--- config.mk ---
export PLATFORM = sky130hd
export DESIGN_NAME = tx_status_inserter
export DESIGN_NICKNAME = d
export VERILOG_FILES = /design/src/rtl/txs_pkg.sv /design/src/rtl/txs_frame_ctr.sv /design/src/rtl/txs_cs_select.sv /design/src/rtl/tx_status_inserter.sv
export SDC_FILE = /design/constraint.sdc
export NUM_CORES = 1
export LEC_CHECK = 0
export ABC_CLOCK_PERIOD_IN_PS = 3200
export BUFFER_PORTS_ARGS = -buffer_cell sky130_fd_sc_hd__buf_2
export CAP_MARGIN = 20
export CORE_MARGIN = 2
export CORE_UTILIZATION = 30
export DETAILED_ROUTE_END_ITERATION = 12
export GPL_TIMING_DRIVEN = 0
export SYNTH_ARGS = -nofsm -noshare
export SYNTH_HDL_FRONTEND = slang
export SYNTH_SLANG_ARGS = --single-unit
--- constraint.sdc ---
create_clock -name clk -period 3.2 [get_ports clk]
set_clock_uncertainty 0.15 [all_clocks]
set_input_delay 0.64 -clock clk [delete_from_list [all_inputs] [get_ports clk]]
set_output_delay 0.64 -clock clk [all_outputs]
set_load 0.005 [all_outputs]
--- src/rtl/txs_pkg.sv ---
package txs_pkg;

  typedef enum logic [1:0] {
    SRC_ADC    = 2'b00,
    SRC_SERIAL = 2'b01,
    SRC_RXTHRU = 2'b10,
    SRC_NONE   = 2'b11
  } tx_src_e;

  // one-hot source decode; the unused code yields no source
  function automatic logic [2:0] src_decode(input logic [1:0] sel);
    logic [2:0] oh;
    case (tx_src_e'(sel))
      SRC_ADC:    oh = 3'b001;
      SRC_SERIAL: oh = 3'b010;
      SRC_RXTHRU: oh = 3'b100;
      default:    oh = 3'b000;
    endcase
    return oh;
  endfunction

  // user bit: loopback only while enabled and locked
  function automatic logic user_gate(input logic loop_en, input logic locked,
                                     input logic rx_bit);
    return loop_en & locked & rx_bit;
  endfunction

endpackage

--- src/rtl/txs_frame_ctr.sv ---
module txs_frame_ctr #(
  parameter int BLOCK_LEN = 192,
  parameter int FW        = $clog2(BLOCK_LEN)
) (
  input  logic          clk,
  input  logic          rst_n,
  input  logic          strobe,
  input  logic          block_start,
  input  logic          is_right,
  output logic [FW-1:0] cur_frame
);
  localparam logic [FW-1:0] LAST = FW'(BLOCK_LEN - 1);

  logic [FW-1:0] cnt_q;
  logic          wrap_evt;     // right subframe of the last frame
  logic          restart_evt;  // block start qualified by strobe

  assign restart_evt = strobe & block_start;
  assign cur_frame   = restart_evt ? '0 : cnt_q;
  assign wrap_evt    = strobe & is_right & (cur_frame == LAST);

  always_ff @(posedge clk or negedge rst_n) begin
    if (!rst_n)
      cnt_q <= '0;
    else if (strobe && is_right)
      cnt_q <= wrap_evt ? '0 : cur_frame + 1'b1;
    else if (restart_evt)
      cnt_q <= '0;
  end

  AST_FRAME_WRAP: assert property (@(posedge clk) disable iff (!rst_n)
    wrap_evt |=> cnt_q == '0);
  AST_FRAME_RANGE: assert property (@(posedge clk) disable iff (!rst_n)
    cnt_q <= LAST);
  AST_FRAME_RESTART: assert property (@(posedge clk) disable iff (!rst_n)
    (restart_evt && !is_right) |=> cnt_q == '0);
  AST_FRAME_LEFT_HOLD: assert property (@(posedge clk) disable iff (!rst_n)
    (strobe && !is_right && !block_start) |=> $stable(cnt_q));

endmodule

--- src/rtl/txs_cs_select.sv ---
module txs_cs_select #(
  parameter int CS_W = 40,
  parameter int FW   = 8
) (
  input  logic [CS_W-1:0] ctrl,
  input  logic [FW-1:0]   frame,
  input  logic            is_right,
  input  logic            chan_en,
  output logic            cs_bit,
  output logic            in_chan_field,
  output logic            consumer
);
  localparam int CH_LO = 20;
  localparam int CH_HI = 23;

  // channel-number code bit for position frame (20..23)
  function automatic logic chan_code(input logic [FW-1:0] f, input logic right,
                                     input logic en);
    logic [FW-1:0] pos;
    pos = f - FW'(CH_LO);
    return en & (pos == (right ? FW'(1) : FW'(0)));
  endfunction

  function automatic logic reg_bit(input logic [CS_W-1:0] c, input logic [FW-1:0] f);
    logic [CS_W-1:0] sh;
    sh = c >> f;
    return sh[0];
  endfunction

  logic in_reg_range;

  assign consumer      = ~ctrl[0];
  assign in_reg_range  = (int'(frame) < CS_W);
  assign in_chan_field = (int'(frame) >= CH_LO) && (int'(frame) <= CH_HI);

  always_comb begin
    if (!in_reg_range)
      cs_bit = 1'b0;
    else if (consumer && in_chan_field)
      cs_bit = chan_code(frame, is_right, chan_en);
    else
      cs_bit = reg_bit(ctrl, frame);
  end

endmodule

--- src/rtl/tx_status_inserter.sv ---
module tx_status_inserter #(
  parameter int CS_W      = 40,
  parameter int BLOCK_LEN = 192,
  parameter int FW        = 8
) (
  input  logic            clk,
  input  logic            rst_n,
  input  logic [CS_W-1:0] cs_ctrl,
  input  logic            chan_num_en,
  input  logic            user_loop_en,
  input  logic            pll_locked,
  input  logic            rx_user_bit,
  input  logic            block_start,
  input  logic            sub_strobe,
  input  logic            sub_is_right,
  input  logic [1:0]      src_sel,
  output logic            c_bit,
  output logic            u_bit,
  output logic [FW-1:0]   frame_idx,
  output logic            out_valid,
  output logic [2:0]      src_onehot
);
  import txs_pkg::*;

  logic [FW-1:0] cur_frame;
  logic          cs_next;
  logic          u_next;
  logic          in_chan_field;
  logic          consumer;

  txs_frame_ctr #(.BLOCK_LEN(BLOCK_LEN), .FW(FW)) u_frame (
    .clk        (clk),
    .rst_n      (rst_n),
    .strobe     (sub_strobe),
    .block_start(block_start),
    .is_right   (sub_is_right),
    .cur_frame  (cur_frame)
  );

  txs_cs_select #(.CS_W(CS_W), .FW(FW)) u_cs (
    .ctrl         (cs_ctrl),
    .frame        (cur_frame),
    .is_right     (sub_is_right),
    .chan_en      (chan_num_en),
    .cs_bit       (cs_next),
    .in_chan_field(in_chan_field),
    .consumer     (consumer)
  );

  assign u_next     = user_gate(user_loop_en, pll_locked, rx_user_bit);
  assign src_onehot = src_decode(src_sel);

  always_ff @(posedge clk or negedge rst_n) begin
    if (!rst_n) begin
      c_bit     <= 1'b0;
      u_bit     <= 1'b0;
      frame_idx <= '0;
      out_valid <= 1'b0;
    end else begin
      out_valid <= sub_strobe;
      if (sub_strobe) begin
        c_bit     <= cs_next;
        u_bit     <= u_next;
        frame_idx <= cur_frame;
      end
    end
  end

  AST_CS_TAIL_ZERO: assert property (@(posedge clk) disable iff (!rst_n)
    (out_valid && int'(frame_idx) >= CS_W) |-> !c_bit);
  AST_CHAN_NOEN_ZERO: assert property (@(posedge clk) disable iff (!rst_n)
    (sub_strobe && consumer && in_chan_field && !chan_num_en) |=> !c_bit);
  AST_U_NO_LOOP: assert property (@(posedge clk) disable iff (!rst_n)
    (sub_strobe && !user_loop_en) |=> !u_bit);
  AST_U_LOCKED: assert property (@(posedge clk) disable iff (!rst_n)
    (sub_strobe && user_loop_en && pll_locked) |=> u_bit == $past(rx_user_bit));
  AST_U_UNLOCKED: assert property (@(posedge clk) disable iff (!rst_n)
    (sub_strobe && !pll_locked) |=> !u_bit);
  AST_SRC_ONEHOT: assert property (@(posedge clk) disable iff (!rst_n)
    $onehot0(src_onehot) && ((src_sel == 2'b11) == (src_onehot == 3'b000)));
  AST_START_FRAME0: assert property (@(posedge clk) disable iff (!rst_n)
    (sub_strobe && block_start) |=> frame_idx == '0);
  AST_HOLD_IDLE: assert property (@(posedge clk) disable iff (!rst_n)
    !sub_strobe |=> (!out_valid && $stable(c_bit) && $stable(u_bit) && $stable(frame_idx)));

endmodule

### After elaboration in Yosys (flattened, before gate mapping)

Cells that the tools add are included.

| storage, ports and cells | value |
|---|---|
| bits in registers | 19 |
| input port bits | 51 |
| output and inout bits | 14 |
| word-level logic and storage cells | 33 |

| operators by class | value |
|---|---|
| $add $sub $neg | 2 |
| $lt $le $gt $ge | 3 |
| equality and inequality tests | 4 |
| shift operators | 1 |
| multiplexer cells | 7 |
| bitwise operators | 7 |
| reduce and logical (&&, ||, !) cells | 4 |

Operator list:

| cell | number |
|---|---|
| 40-bit by 8-bit >> shifter with 1-bit output | 1 |
| 8-bit two-way mux | 3 |
| 3-bit case mux with 3 select lines | 1 |
| 8-bit by 1-bit adder with 8-bit output, second input constant | 1 |
| 8-bit == test | 1 |
| 8-bit == test, second input constant | 1 |
| 8-bit by 5-bit >= comparator with 1-bit output, second input constant | 1 |
| 8-bit by 5-bit less-or-equal comparator with 1-bit output, second input constant | 1 |
| 8-bit by 6-bit < comparator with 1-bit output, second input constant | 1 |
| 8-bit by 5-bit subtractor with 8-bit output, second input constant | 1 |
| 1-bit AND | 6 |
| 1-bit logical AND | 3 |
| 1-bit two-way mux | 3 |
| 2-bit by 1-bit == test with 1-bit output, second input constant | 1 |
| 2-bit == test, second input constant | 1 |
| 2-bit zero test | 1 |
| 1-bit NOT | 1 |

### Longest topological paths before layout

Gate-level depths: netlist of run 1.

| logic depth | value |
|---|---|
| word-level depth | 7 |
| gate-level depth with buffers | 10 |

### Modules after synthesis

Synthesis of run 1 repeated with hierarchy kept, for this count alone.

| second synthesis, totals | value |
|---|---|
| cells, all modules | 109 |
| area total of the unflattened synthesis | 1353.8 um2 |

By module, submodules not included:

| module | instances | cells each | area an instance (um2) | sequential area each (um2) |
|---|---|---|---|---|
| txs_frame_ctr | 1 | 49 | 484.2 | 200.2 |
| tx_status_inserter | 1 | 27 | 449.2 | 275.3 |
| txs_cs_select | 1 | 33 | 420.4 | 0.0 |

### Least setup slack after synthesis of run 1

No wires, ideal clock.

| timing | value |
|---|---|
| kind | input -> register |
| from | input block_start |
| to | register u_frame.cnt_q[0] |
| data arrival time | 2.447 ns |
| required time | 2.909 ns |
| path slack | 0.462 ns |
| stages | 10 |
| path buffers | 2 |
| cell sequence | buf_4 -> nand2_4 -> clkbuf_1 -> nand2_1 -> inv_1 -> ha_1 -> and4_1 -> nand4_1 -> nor4b_2 -> o21ai_0 |

| between the ends | value |
|---|---|
| word-level cells in the longest chain between the ends | 6 |

RTL lines:

| element | RTL line | source |
|---|---|---|
| from (decl) | tx_status_inserter.sv:13 | `input logic block_start,` |
| 1-bit AND | txs_frame_ctr.sv:18 | `assign restart_evt = strobe & block_start;` |
| 8-bit two-way mux | txs_frame_ctr.sv:19 | `assign cur_frame = restart_evt ? '0 : cnt_q;` |
| net cur_frame[1] | tx_status_inserter.sv:25 | `logic [FW-1:0] cur_frame;` |
| 8-bit == test | txs_frame_ctr.sv:20 | `assign wrap_evt = strobe & is_right & (cur_frame == LAST);` |
| 1-bit AND | txs_frame_ctr.sv:20 |  |
| 8-bit two-way mux | txs_frame_ctr.sv:26 | `cnt_q <= wrap_evt ? '0 : cur_frame + 1'b1;` |
| 8-bit two-way mux | txs_frame_ctr.sv:25 | `else if (strobe && is_right)` |
| to (signal assigned) | txs_frame_ctr.sv:26 |  |
| to (decl) | txs_frame_ctr.sv:14 | `logic [FW-1:0] cnt_q;` |

The timed path passes the listed nets, and every way through them passes these cells.
A chain may end at the register's enable or synchronous reset.

### Worst setup path after layout of run 1

| timing | value |
|---|---|
| from | register u_frame.cnt_q[1] |
| to | register u_frame.cnt_q[0] |

| between the ends | value |
|---|---|
| word-level cells in the longest chain between the ends | 5 |

RTL lines:

| element | RTL line |
|---|---|
| 8-bit two-way mux | txs_frame_ctr.sv:19 |
| net cur_frame[1] | tx_status_inserter.sv:25 |
| 8-bit == test | txs_frame_ctr.sv:20 |
| 1-bit AND | txs_frame_ctr.sv:20 |
| 8-bit two-way mux | txs_frame_ctr.sv:26 |
| 8-bit two-way mux | txs_frame_ctr.sv:25 |

The timed path passes the listed nets, and every way through them passes these cells.

==> results of run 1 <==
[worst max-delay path by stage]
stage	end	startpoint	slack, ps	cells after the start
floorplan	u_frame.cnt_q[0]	block_start	460	10
global placement	u_frame.cnt_q[0]	sub_strobe	-210	11
detailed placement	u_frame.cnt_q[0]	sub_strobe	-220	11
CTS	u_frame.cnt_q[0]	sub_strobe	50	11
global route	u_frame.cnt_q[0]	u_frame.cnt_q[1]	20	9
finish	u_frame.cnt_q[0]	u_frame.cnt_q[1]	190	9
[logic make-up after synthesis]
group	synth area share
compound gates	0.194
fa+ha+maj	0.0179
mux	0.125
buf+inv	0.0635
xor+xnor	0.0375
simple gates	0.223
flops	0.340
[power breakdown]
| group | internal, W | switching [W] | total (W) |
|---|---|---|---|
| combinational | 0.000106 | 0.000122 | 0.000228 |
| clock | 0.0000865 | 0.0000811 | 0.000168 |
| sequential | 0.000256 | 0.00000920 | 0.000265 |
| total | 0.000449 | 0.000212 | 0.000661 |
[critical path, delay by kind of cell (launching register included)]
family | cells | cell delay [ps]
adders and majority gates | 1 | 210
buffers and inverters | 3 | 860
DFF | 1 | 320
and+or+nand+nor | 4 | 1120
AOI/OAI and AO/OA | 1 | 200
[Yosys cell counts (2+ instances only)]
cell | count | area, µm²
clkbuf_1 | 10 | 37.5
nor4_1 | 2 | 12.5
buf_4 | 2 | 15.0
and4_1 | 2 | 17.5
and2_1 | 2 | 12.5
and2_0 | 2 | 12.5
mux4_2 | 4 | 90.1
nand4_1 | 6 | 37.5
a21oi_1 | 7 | 35.0
xor2_1 | 2 | 17.5
dfrtp_1 | 19 | 475
nand2_1 | 16 | 60.1
xnor2_1 | 4 | 35.0
nor2b_1 | 6 | 37.5
inv_1 | 7 | 26.3
mux2_2 | 4 | 45.0
ha_1 | 2 | 25.0
nand3_1 | 4 | 20.0
mux2i_1 | 4 | 40.0
o21ai_0 | 10 | 50.1
a31oi_1 | 3 | 18.8
nor3_1 | 2 | 10.0
buf_2 | 2 | 10.0
nor2_1 | 9 | 33.8
o221ai_1 | 3 | 26.3
o2bb2ai_1 | 3 | 26.3
[placed cells by master, fill, tap and decap left out, types with 3 or more instances in the layout]
cell and n:
o221ai_1 3, nor2_1 9, mux2i_1 4, mux4_2 4
nand2_1 16, clkbuf_8 3, nand4_1 6, dfrtp_1 19
nor2b_1 6, a31oi_1 3, inv_1 7, buf_2 65
a21oi_1 7, o2bb2ai_1 3, clkbuf_1 9, o21ai_0 10
nand3_1 4, xnor2_1 4, mux2_2 4
[registers in the layout, summed over array words and instances (netlist names)]
signal / flops
u_bit: 1
c_bit: 1
out_valid: 1
frame_idx: 8
u_frame.cnt_q: 8
[area by class of cell]
class                           count  area (µm²)
Buffer                             14        63.8
Clock inverter                      1        5.00
Multi-Input combinational cell    117         845
Tap cell                           52        65.1
Clock buffer                        3        41.3
Inverter                            7        26.3
Timing Repair Buffer               63         315
Fill cell                         472        2580
Sequential cell                    19         475
[through the flow]
stage                     instances  utilization
after floorplan                 157            -
after global placement          272        0.403
after detailed placement        272        0.403
after CTS                       276        0.414
after global routing            276        0.416
final                           276        0.416
[routing by layer]
metal,vias to the layer above,part of all wire,GRT usage
li1,711,-,-
met1,686,0.45,0.229
met2,54,0.47,0.251
met3,4,0.073,0.0389
met4,0,0.0076,0.0252
met5,-,0,0
==> impl_metrics.toml, run 1 <==
[logic_synthesis]
synthArstFlopShare = 1.00
seq_area_frac_synth = 0.340
synth_cell_types = 46
synth_edf_count = 0
yosys_most_used_dff = "dfrtp_1"
syn_area_per_cell_um2 = 8.92
yosysWarnings = 0
synth_nets = 210
ys_seq_elements = 19
syn-instance-count = 157
synth.cell_area_mm2 = 0.00140

[clock_network]
clock_latency_ps = 260
ctsHoldBuffers = 0
numCtsBuffers = 3
clock_tree.buffer_depth = 2
cts_root_buf = "clkbuf_8"
tritoncts = "built"
htreeDepth = 1
post_cts_buffers = 0
cts.sinks = 19
path_clk_slew_ps = 80
cts.repair.resized = 0

[finish]
num_antenna_cells = 0
finalNetCount = 278
stdcell_area_mm2 = 0.00184
syn_to_final_growth_pct = 31.2
drive_gt1_frac = 0.371

[setup_path]
cp_slowest_cell = "nor4b_4"
end_kind = "flop"
crit_required_ps = 3160
max_stage_delay_ps = 440
timing.rr.end = "u_frame.cnt_q[0]"
path_common_cell = "clkbuf_1"
reg2reg_from = "u_frame.cnt_q[1]"
cp_cell_sequence = "clkbuf_1 -> clkbuf_1 -> nand2_1 -> inv_1 -> ha_1 -> and4_1 -> nand4_1 -> nor4b_4 -> o21ai_0"
crit_type = "flop to flop"
worstPathArrival_ps = 2960
rrSetupSlack_ps = 190
rr_worst_depth = 9
critPathMaxFanout = 10
startpoint_type = "flop"

[run]
maxCapViolCount = 0

[detailed_routing]
via_count = 1455
wl_per_cell_um = 14.7
viasPerCell = 5.27
routed_wl_um = 4050
drt_iter0_markers = 89
route.detailed.drc = 0
firstDrtPassIters = 4
detail-route-antenna-nets = 0

[sta]
fin_hold_ws_ps = 160
max_slew_margin = 0.690
tns_ps = 0
rsz0062_at_grt = "no"
setup_viol = 0
tightest_slew_ps = 465
fmax_mhz = 333
hold_violations = 0
maxSlewViolCount = 0
min_period_over_period = 0.939
fin_ws_ps = 195
post-route-min-period_ps = 3010

[floorplanning]
io-pin-count = 65
start_util = 0.317
die_h_um = 72.3
design.die.area_mm2 = 0.00523
core_area_mm2 = 0.00441
rows = 24
die_w_um = 72.3

[power_and_ir_drop]
p_per_area_mw_per_mm2 = 360
irDropWorstVdd_uv = 175
power_w = 0.000661
leakage_nw = 0.862

[global_routing]
grt_pass1_vias = 1386
antenna_found_initial = 0
grt-ovfl-total = 0
grt_max_degree = 20
grt_first_pass_wirelength_um = 6780
grt_usage = 0.160

[placement]
port_buffers = 63
dp_hpwl_um = 3170
placedInstanceArea_mm2 = 0.00178
gp_congestion = 0.818
post-place-ws_ps = -224

[status]
status = "complete, no violations"

[min_path]
hold_class = "input pin to async pin"
No activity file was read; power rests on OpenSTA's default activity.
==> run 2, diff against run 1 <==
==> constraint.sdc (replaced) <==
create_clock -name clk -period 3.2 [get_ports clk]
set_clock_uncertainty 0.15 [all_clocks]
set_input_delay 0.16 -clock clk [delete_from_list [all_inputs] [get_ports clk]]
set_output_delay 0.16 -clock clk [all_outputs]
set_load 0.005 [all_outputs]
==> run 2 against run 1 <==
  * Worst setup slack better by 5.7 ps
  * Wire length is 0.86% higher
  * Highest routed layer unchanged
  * Global-route usage stayed put
  * Cell count is 1.1% higher
  * Core utilization is 0.65 points higher
  * Worst hold slack worse by 160 ps
  * Flip-flop and latch count stayed put
==> impl_metrics.toml, run 2 (synthesis results as in run 1) <==
[status]
status = "complete, no violations"

[detailed_routing]
via_count = 1466
topRoutingLayerUsed = "met4"
met1_length_um = 1910
wl_per_cell_um = 14.7
routed_wl_um = 4090
viasPerCell = 5.25
met2_length_um = 1910
detail-route-antenna-nets = 0
firstDrtPassIters = 4
route.detailed.drc = 0
met3_wirelength_um = 240
drt_iter0_markers = 80

[min_path]
whs_path_depth = 3
worstHoldStart = "user_loop_en"
worstHoldEndpoint = "u_bit"
hold_class = "input pin to flop"

[setup_path]
reg2reg_from = "u_frame.cnt_q[1]"
worstPathArrival_ps = 2960
end_kind = "flop"
crit_required_ps = 3160
timing.rr.end = "u_frame.cnt_q[0]"
startpoint_type = "flop"
rrSetupSlack_ps = 200
critPathMaxFanout = 10
crit_type = "flop to flop"
rr_worst_depth = 9

[global_routing]
antenna_found_initial = 0
grt_pass1_vias = 1386
grt_first_pass_wirelength_um = 6780
grt_max_degree = 20
grt-ovfl-total = 0
grt_usage = 0.160

[sta]
post-route-min-period_ps = 3000
rsz0062_at_grt = "no"
tightest_slew_ps = 476
maxSlewViolCount = 0
fmax_mhz = 333
setup_viol = 0
max_slew_margin = 0.683
tns_ps = 0
min_period_over_period = 0.937
hold_violations = 0

[finish]
num_antenna_cells = 0
layout_common_cells = "buf_2, dfrtp_1, nand2_1, clkbuf_1, o21ai_0"
reg_top3 = "frame_idx x8, u_frame.cnt_q x8"
finalNetCount = 281
final_common_cell = "buf_2"
syn_to_final_growth_pct = 33.2
drive_gt1_frac = 0.361
stdcell_area_mm2 = 0.00187

[clock_network]
htreeDepth = 1
cts_root_buf = "clkbuf_8"
clock_tree.buffer_depth = 2
tritoncts = "built"
clock_latency_ps = 260
path_clk_slew_ps = 80
numCtsBuffers = 3
cts.sinks = 19
post_cts_buffers = 0

[floorplanning]
design.die.area_mm2 = 0.00523
die_h_um = 72.3
core_area_mm2 = 0.00441
start_util = 0.317
die_w_um = 72.3
rows = 24
io-pin-count = 65

[power_and_ir_drop]
p_per_area_mw_per_mm2 = 357
leakage_nw = 0.871
irDropWorstVdd_uv = 175
power_w = 0.000666

[placement]
dp_hpwl_um = 3170
port_buffers = 63
gp_congestion = 0.818
placedInstanceArea_mm2 = 0.00178

[run]
maxCapViolCount = 0
run 2: cell types whose count changed in the layout (fill, tap and decap cells not counted):
cell / change
clkbuf_2: -1
clkbuf_1: +1
dlygate4sd3_1: +3
run 2: critical path, cell delays in order (launching register included):
cell and delay, ps:
dfrtp_1 320, clkbuf_1 340, clkbuf_1 380, nand2_1 200, inv_1 130, ha_1 210
and4_1 260, nand4_1 220, nor4b_4 450, o21ai_0 190
run 2: per-layer routing:
metal	up-vias	track usage
li1	716	-
met5	-	0
met3	4	0.0375
met2	44	0.251
met1	702	0.230
met4	0	0.0252
run 2: what timing repair did:
item,in CTS,in global routing
gates resized for setup,0,1
hold buffers,3,0
hold endpoints to repair,21,0
endpoints found under the setup margin,0,1
run 2: per-stage QoR:
stage | instances | worst slack (ps) | hold slack (ps) | utilization
global placement | 272 | 154 | -20.3 | 0.403
global route | 279 | 21.5 | 61.9 | 0.423
finish | 279 | 200 | 2.40 | 0.423
detailed placement | 272 | 141 | -16.8 | 0.403
floorplan | 157 | 733 | -286 | -
CTS | 279 | 120 | 3.18 | 0.421
run 2: worst max path at each step:
stage                           from               end  slack [ps]  cells past startpoint
finish              u_frame.cnt_q[1]  u_frame.cnt_q[0]         200                      9
detailed placement  u_frame.cnt_q[1]  u_frame.cnt_q[0]         140                      9
global route        u_frame.cnt_q[1]  u_frame.cnt_q[0]          20                      9
global placement    u_frame.cnt_q[1]  u_frame.cnt_q[0]         150                      9
floorplan           u_frame.cnt_q[1]  u_frame.cnt_q[0]         730                      9
CTS                 u_frame.cnt_q[1]  u_frame.cnt_q[0]         120                      9
run 2: where the power goes:
group / total (W) / internal (W) / switching (W)
clock: 0.000170 / 0.0000866 / 0.0000830
sequential: 0.000266 / 0.000256 / 0.00000943
combinational: 0.000231 / 0.000108 / 0.000123
run 2: area by class of cell:
cell class	count	area (µm²)
plain buffers	14	62.6
multi-input cells	117	845
clock inverters	1	5.00
flip-flops and latches	19	475
fillers	470	2550
clock buffers	3	41.3
inverters	7	26.3
repair buffers	66	345
well taps	52	65.1
==> run 3, diff against run 2 <==
SYNTH_HIERARCHICAL = 1   (was default)
==> run 3 against run 2 <==
  * Worst setup slack got worse by 14 ps
  * Synthesized cell count decreased by 31%
  * Core utilization decreased by 1.0 points
  * Sequential share of layout area increased by 0.99 points
  * Combinational power decreased by 29%
  * Critical path type is now input pin to flop
==> impl_metrics.toml, run 3 <==
[status]
status = "complete, no violations"

[finish]
stdcell_area_mm2 = 0.00180
num_antenna_cells = 0
drive_gt1_frac = 0.486
fill_cells = 423
final_common_cell = "buf_2"
multi_input_area_um2 = 807
register_area_um2 = 475
reg_top3 = "frame_idx x8, u_frame/cnt_q x8"
syn_to_final_growth_pct = 33.0
layout_common_cells = "buf_2, dfrtp_1, mux4_1, mux2_4, and2_1"
finalNetCount = 229

[placement]
gp_congestion = 0.751
placedInstanceArea_mm2 = 0.00173
post-place-ws_ps = 462
port_buffers = 63
dp_hpwl_um = 2400

[power_and_ir_drop]
p_sw_w = 0.000153
p_seq_frac = 0.448
p_int_w = 0.000442
p_per_area_mw_per_mm2 = 331
leakage_nw = 0.887
pwr-share-clk = 0.277
swShare = 0.257
pwr-share-comb = 0.275
power_w = 0.000594
irDropWorstVdd_uv = 128

[global_routing]
grt_usage = 0.123
antenna_found_initial = 0
grt_pass1_vias = 1125
grt-ovfl-total = 0
grt_max_degree = 20
grt_first_pass_wirelength_um = 4950

[clock_network]
cts_root_buf = "clkbuf_8"
clock_tree.buffer_depth = 2
ctsHoldBuffers = 2
post_cts_buffers = 0
numCtsBuffers = 3
path_clk_slew_ps = 70
htreeDepth = 1
cts.sinks = 19
clock_latency_ps = 250
tritoncts = "built"
cts.repair.resized = 0

[setup_path]
path_common_cell = "o21ai_1"
crit_required_ps = 3190
critPathMaxFanout = 10
rrSetupSlack_ps = 540
cp_slowest_cell = "mux4_1"
cp_cell_sequence = "dlygate4sd3_1 -> buf_2 -> nand2_1 -> and2_1 -> buf_6 -> mux4_1 -> mux4_2 -> o21ai_1 -> o21ai_1 -> mux2_4"
crit_type = "input pin to flop"
crit_family = "multiplexers"
end_kind = "flop"
max_stage_delay_ps = 580
worst-path-buf-inv = 3
worstPathArrival_ps = 3000
startpoint_type = "input pin"

[floorplanning]
die_w_um = 71.1
core_area_mm2 = 0.00435
io-pin-count = 65
start_util = 0.310
design.die.area_mm2 = 0.00505
die_h_um = 71.1
rows = 24

[logic_synthesis]
synth.cell_area_mm2 = 0.00135
syn-instance-count = 108
yosysWarnings = 6
syn_area_per_cell_um2 = 12.5
synth_nets = 159

[sta]
fmax_mhz = 332
setup_viol = 0
max_slew_margin = 0.712
post-route-min-period_ps = 3010
tns_ps = 0
fin_ws_ps = 187
min_period_over_period = 0.942
maxSlewViolCount = 0
hold_violations = 0
rsz0062_at_grt = "no"
tightest_slew_ps = 432

[detailed_routing]
via_count = 1155
wl_per_cell_um = 13.0
viasPerCell = 5.04
route.detailed.drc = 0
detail-route-antenna-nets = 0
firstDrtPassIters = 4
drt_iter0_markers = 39
routed_wl_um = 2980

[run]
maxCapViolCount = 0

[min_path]
hold_class = "input pin to flop"
## run 3: metal layers
metal	global-route usage	part of all wire	wire length, µm
met4	0.0566	0.0094	28
met5	0	0	0
met2	0.206	0.46	1380
met1	0.162	0.46	1360
met3	0.00997	0.072	216
## run 3: area by class of cell
cell class | instances | share of cell area
Sequential cell | 19 | 0.265
Multi-Input combinational cell | 79 | 0.449
Clock buffer | 4 | 0.0251
Tap cell | 52 | 0.0362
Timing Repair Buffer | 65 | 0.187
Buffer | 6 | 0.0293
Inverter | 4 | 0.00836
## run 3: through the flow
step | cells | utilization | hold slack (ps)
after CTS | 229 | 0.412 | 9.74
after detailed placement | 223 | 0.397 | -22.4
after global routing | 229 | 0.412 | 22.5
after global placement | 223 | 0.397 | -24.5
after floorplan | 108 | - | -286
final | 229 | 0.412 | 10.8
## run 3: worst min-delay path, cell delays in order
cell     delay, ps
buf_2           80
nand4_1         60
o21ai_0         80
## run 3: power by group through the flow
stage	combinational [W]	sequential [W]	clock, W
after floorplan	0.000102	0.000270	0
after global placement	0.000163	0.000270	0
after detailed placement	0.000164	0.000270	0
after CTS	0.000167	0.000266	0.000174
after global routing	0.000182	0.000268	0.000181
final	0.000164	0.000266	0.000165
## run 3: path summary, 6_finish.rpt
check,start,to,cells after the start
setup reg to reg,u_frame/cnt_q[0],c_bit,7
setup / recovery,sub_strobe,c_bit,10
hold reg to reg,frame_idx[0],frame_idx[0],1
max in group asynchronous,rst_n,frame_idx[5],2
min in group asynchronous,rst_n,frame_idx[1],2
hold / removal,pll_locked,u_bit,3
